===== src/rtl/sbsram_pkg.sv =====
// Shared types for the synchronous burst RAM model.
// Assumes nothing beyond the 2-bit burst width used by every instance.
package sbsram_pkg;
    localparam int BURST_W = 2;

    typedef enum logic [1:0] {
        SLP_RUN     = 2'd0,
        SLP_ENTER   = 2'd1,
        SLP_ASLEEP  = 2'd2,
        SLP_RECOVER = 2'd3
    } slp_state_e;

    typedef enum logic [1:0] {
        OP_IDLE  = 2'd0,
        OP_READ  = 2'd1,
        OP_WRITE = 2'd2,
        OP_DESEL = 2'd3
    } op_e;
endpackage


===== src/rtl/sbsram_burst.sv =====
// Burst address unit: holds the loaded address and a beat counter.
// Produces the address used in the current cycle. Only the low BURST_W
// bits walk, in linear (add) or interleaved (xor) order.
// Assumes ADDR_W > BURST_W.
module sbsram_burst
    import sbsram_pkg::*;
#(
    parameter int ADDR_W = 8
) (
    input  logic              clk,
    input  logic              rst_n,
    input  logic              step_en,
    input  logic              load,
    input  logic [ADDR_W-1:0] load_addr,
    input  logic              adv,
    input  logic              linear,
    output logic [ADDR_W-1:0] eff_addr
);
    logic [ADDR_W-1:BURST_W] hi_q;
    logic [BURST_W-1:0]      base_q;
    logic [BURST_W-1:0]      cnt_q;
    logic [BURST_W-1:0]      cnt_use;
    logic [BURST_W-1:0]      low;

    // Address of this cycle: a new load, or the held burst stepped or not.
    always_comb begin
        cnt_use  = cnt_q + {{(BURST_W-1){1'b0}}, adv};
        low      = linear ? (base_q + cnt_use) : (base_q ^ cnt_use);
        eff_addr = load ? load_addr : {hi_q, low};
    end

    // Burst registers: reload on a strobe, otherwise keep the stepped count.
    always_ff @(posedge clk) begin
        if (!rst_n) begin
            hi_q   <= '0;
            base_q <= '0;
            cnt_q  <= '0;
        end else if (step_en) begin
            if (load) begin
                hi_q   <= load_addr[ADDR_W-1:BURST_W];
                base_q <= load_addr[BURST_W-1:0];
                cnt_q  <= '0;
            end else begin
                cnt_q  <= cnt_use;
            end
        end
    end
endmodule


===== config.mk =====
export PLATFORM = sky130hd
export DESIGN_NAME = sbsram_burst
export DESIGN_NICKNAME = d
export VERILOG_FILES = /design/src/rtl/sbsram_pkg.sv /design/src/rtl/sbsram_burst.sv
export SDC_FILE = /design/constraint.sdc
export NUM_CORES = 1
export LEC_CHECK = 0
export CAP_MARGIN = 5
export CORE_AREA = 5 5 42 44
export CTS_CLUSTER_SIZE = 16
export DETAILED_ROUTE_END_ITERATION = 10
export DIE_AREA = 0 0 47 49
export GPL_TIMING_DRIVEN = 0
export PLACE_DENSITY = 0.77
export SYNTH_ARGS = -nofsm -noshare
export SYNTH_HDL_FRONTEND = slang
export SYNTH_SLANG_ARGS = --single-unit

===== constraint.sdc =====
create_clock -name clk -period 3.5 [get_ports clk]
set_input_delay 0.35 -clock clk [delete_from_list [all_inputs] [get_ports clk]]
set_output_delay 0.35 -clock clk [all_outputs]
set_load 0.01 [all_outputs]

Word level (Yosys, flattened, before mapping)
Index checks and enable logic that the tools add are counted.
{ "classes": {"n_addsub": 2, "mux": 3, "bitwise": 1, "n_reduce_logical": 1} }
{ "ops": {"columns": ["operator", "n"], "rows": [
  ["8-bit 2-to-1 mux", 1],
  ["2-bit 2-to-1 mux", 2],
  ["2-bit by 1-bit adder with 2-bit output", 1],
  ["2-bit adder", 1],
  ["2-bit AND reduction", 1],
  ["2-bit bitwise XOR", 1]
]} }
{ "totals": {"regBits": 10, "inputBits": 14, "word_cells": 10, "output_inout_bits": 8} }

Logic depth before layout (Yosys ltp)
{ "depth": {"word_depth": 4, "depth_mapped": 5, "depth_no_buf": 5} }

Least setup slack after synthesis
Ideal clock, no wire load.
{ "synth_timing": {"kind": "input -> output", "startpoint": "in adv", "endpoint": "out eff_addr[1]", "n_path_buf": 0, "t_required_ns": 3.150, "arrival_time_ns": 1.456, "path_slack_ns": 1.694, "path_stages": 5, "cell_sequence": "ha_1 ha_1 nand2_1 xnor3_1 mux2_2"} }
{ "synth_between": {"elab_chain_len": 4, "elab_cells_between_ends": 5, "cone_classes": "add/sub (2); mux (2); bitwise (1)"} }
{ "synth_lines": {"columns": ["item", "line_no", "rtl"], "rows": [
  ["start, declared", "sbsram_burst.sv:15", "input logic adv,"],
  ["2-bit by 1-bit adder with 2-bit output *", "sbsram_burst.sv:27", "cnt_use = cnt_q + {{(BURST_W-1){1'b0}}, adv};"],
  ["2-bit adder or 2-bit bitwise XOR (tied branches)", "sbsram_burst.sv:28", "low = linear ? (base_q + cnt_use) : (base_q ^ cnt_use);"],
  ["2-bit 2-to-1 mux *", "sbsram_burst.sv:28", null],
  ["8-bit 2-to-1 mux *", "sbsram_burst.sv:29", "eff_addr = load ? load_addr : {hi_q, low};"],
  ["end, declared", "sbsram_burst.sv:17", "output logic [ADDR_W-1:0] eff_addr"]
]} }
Mark *: on every way between the ends. The rest lies on a longest branch, timed or not.

Worst setup path after layout
Ends and elaborated chain as after synthesis.

==> impl_results.md <==
* WP data required at 3150 ps
* GRT Residual Overflow at 0
* Routed length per instance at 13.1 um
* DRC viols at 0
* Gate Count Post-Synth at between 50 and 60
* Int Pwr at 223 uW
* Switch Pwr at around 71 uW
* Core box area at 1400 um^2
* Hpwl dp at roughly 970 um
* IO Count at 22
* Outcome: finished clean
* Initial antenna violation count at 0
* Layout cells sized above 1 at 0.181
* Setup CP Type: in -> out
* Syn Nets at 74
* Part of the power in the clock network at 0.364
* Routed via count at 500
* Clock buffer depth at 2
* Hold WC Path Type: reg -> reg
* Largest net degree at the start of global routing at 11
* Hold Path Origin: base_q[1]$_SDFFE_PN0P_
* Count of cell types in the netlist at 17
* Worst vdd ir at 0.192 mV
* Asr flop ratio synth at 0
* Synth Area per Inst at 9.49 um^2
* Synth Register Bits at 10
* Predominant post-synthesis flop cell: dfxtp_1
* Worst setup path start: adv
* Number of max-cap violations at 0
* Seq/Total Area, Yosys at 0.364
* Clk_lat worst skew at 270 ps
* PwrDens at 360 nW/um^2
* Final WL at 1300 um
* Aggregate global-route resource usage at 0.127
* TritonCTS clock tree: built
* CTS H-tree lvls at 1
* Reg-to-reg slack, setup at 2460 ps
* Die ar. at 2300 um^2
* Site Rows at 14
* DR pass1 iterations at 4
* Top-area cell type share of the netlist area at 0.364
* Hold path depth at 2
* IO buf count at 21
* CTS Hold Buffers Added at 0
* Total power at 294 uW
* Leak at around 0.33 nW
* Layout area overhead at 48.4%
* CTS Buf Count at 3
* Clk slew on worst S/H paths at 70 ps
* Synth cell count leaders: dfxtp_1, nand2_1, a21boi_0
* Fmax at 365 MHz
* Final Hold Vio Count at 0
* Crit path time final at 2740 ps
* WHS Endpoint: base_q[1]$_SDFFE_PN0P_
* 1st-iter DRT viols at 1
* Cell type with the highest aggregate area in the netlist: dfxtp_1
* Max incr delay on CP at 480 ps
* Max Slew Vio Count at 0
* Worst setup SP type: input pin
* Nets at 100
* Skew final at between 3 and 4 ps
* CP delay by family, top: buffers and inverters
* Synth Warn # at 0
* RR Startpoint: cnt_q[0]$_SDFFE_PN0P_
* R2r worst-path depth at 4
* First-pass GRT wire length at 2150 um
* FF-to-FF End: cnt_q[1]$_SDFFE_PN0P_
* Post-CTS Resized at 0
* CTS Root Cell: clkbuf_4
* Critical path peak fanout at 2
* Post-CTS setup buffer count at 0
* Die H at 49 um
* Fin util at 0.583
* Setup tns final at 0 ps
* Worst-Margin Slew at 404 ps
* Initial Util at 0.393
* Crit path cell chain: clkdlybuf4s50_1 -> ha_1 -> ha_1 -> nand2_1 -> xnor3_1 -> mux2_2 -> clkdlybuf4s50_1
* Unrepaired setup endpoints after global routing: false
* Synth area leaders: dfxtp_1, mux2_2, a21boi_0, nand3_1, nand2_1
* Post-Syn Area at 551 um^2
* Vias/cell at 5.05
* Vias in the first global route at 550
* Die Wd at approximately 47 um
* Slew headroom at 0.731
* Fin crit share at 0.782
* ANT cells at 0
* EDFF count, synth at 0
* GP Congestion at between 0.6 and 0.7
* Critical path arrival at 2390 ps
* Switching Share at 0.240
* Combinational fraction of design power at 0.224
* Fillers at 150
* Setup Viol. Count Final at 0
* Hold WS at 470 ps
* Reg power frac at 0.412
* Clock Sinks at 10
* Detail Route Antenna Nets at 0
* Worst setup EP type: output pin
* CP bufs+invs at 2
* Slowest CP cell: clkdlybuf4s50_1
[worst min-delay path, stage by stage (launching register included)]
cell      delay (ps)
dfxtp_1          310
nand2_1           50
a21boi_0          60
[cells in the final DEF (no fill, tap or decap), drive strengths merged]
cell	instances
clkdlybuf4s50	21
nand2	10
dfxtp	10
a21boi	9
mux2	8
nand3	8
clkbuf	5
ha	2
buf	2
xor2	1
xnor3	1
nand2b	1
nand3b	1
o21ai	1
and4bb	1
a21oi	1
nor2b	1
[final cells by class]
class | instances | area, um^2 | area share
tap | 16 | 20.0 | 0.0245
sequential | 10 | 200 | 0.245
timing repair buffer | 21 | 210 | 0.257
clock buffer | 4 | 36.3 | 0.0444
buffer | 3 | 16.3 | 0.0199
multi-input combinational | 45 | 334 | 0.409
[cells by family after synthesis]
kind of cell	Yosys count	share of synthesized area
xor gates and xnor gates	2	0.0568
DFF	10	0.364
buffers and inverters	3	0.0295
adders and majority gates	2	0.0454
muxes	8	0.164
AOI/OAI and AO/OA	11	0.141
and+or+nand+nor	22	0.200
[layer usage]
metal / global-route usage / share of wire
met5: 0 / 0
met4: 0.0691 / 0.015
met3: 0.0295 / 0.067
met2: 0.224 / 0.51
met1: 0.129 / 0.40
[power by group through the flow]
| stage | combinational [mW] | sequential (mW) | clock [mW] |
|---|---|---|---|
| 2_1_floorplan | 0.0301 | 0.123 | 0 |
| 3_3_place_gp | 0.0658 | 0.123 | 0 |
| 3_5_place_dp | 0.0665 | 0.124 | 0 |
| 4_1_cts | 0.0669 | 0.121 | 0.108 |
| 5_1_grt | 0.0719 | 0.121 | 0.111 |
| 6_report | 0.0659 | 0.121 | 0.107 |
[worst max path at each step]
stage                        to  slack (ps)  depth (start not counted)
CTS                 eff_addr[1]         730                          7
global route        eff_addr[1]         690                          7
global placement    eff_addr[1]         750                          7
detailed placement  eff_addr[1]         740                          7
floorplan           eff_addr[1]        1690                          5
finish              eff_addr[1]         760                          7
[registers in the layout, indices dropped and copies added, names as in the netlist]
| name | flops |
|---|---|
| base_q | 2 |
| hi_q | 6 |
| cnt_q | 2 |
[through the flow]
stage | instances | setup slack (ps) | area [um^2]
global route | 99 | 694 | 817
floorplan | 58 | 1690 | 551
global placement | 95 | 753 | 781
CTS | 99 | 731 | 817
detailed placement | 95 | 739 | 781
finish | 99 | 762 | 817
Power figures use the tool's default switching activity.
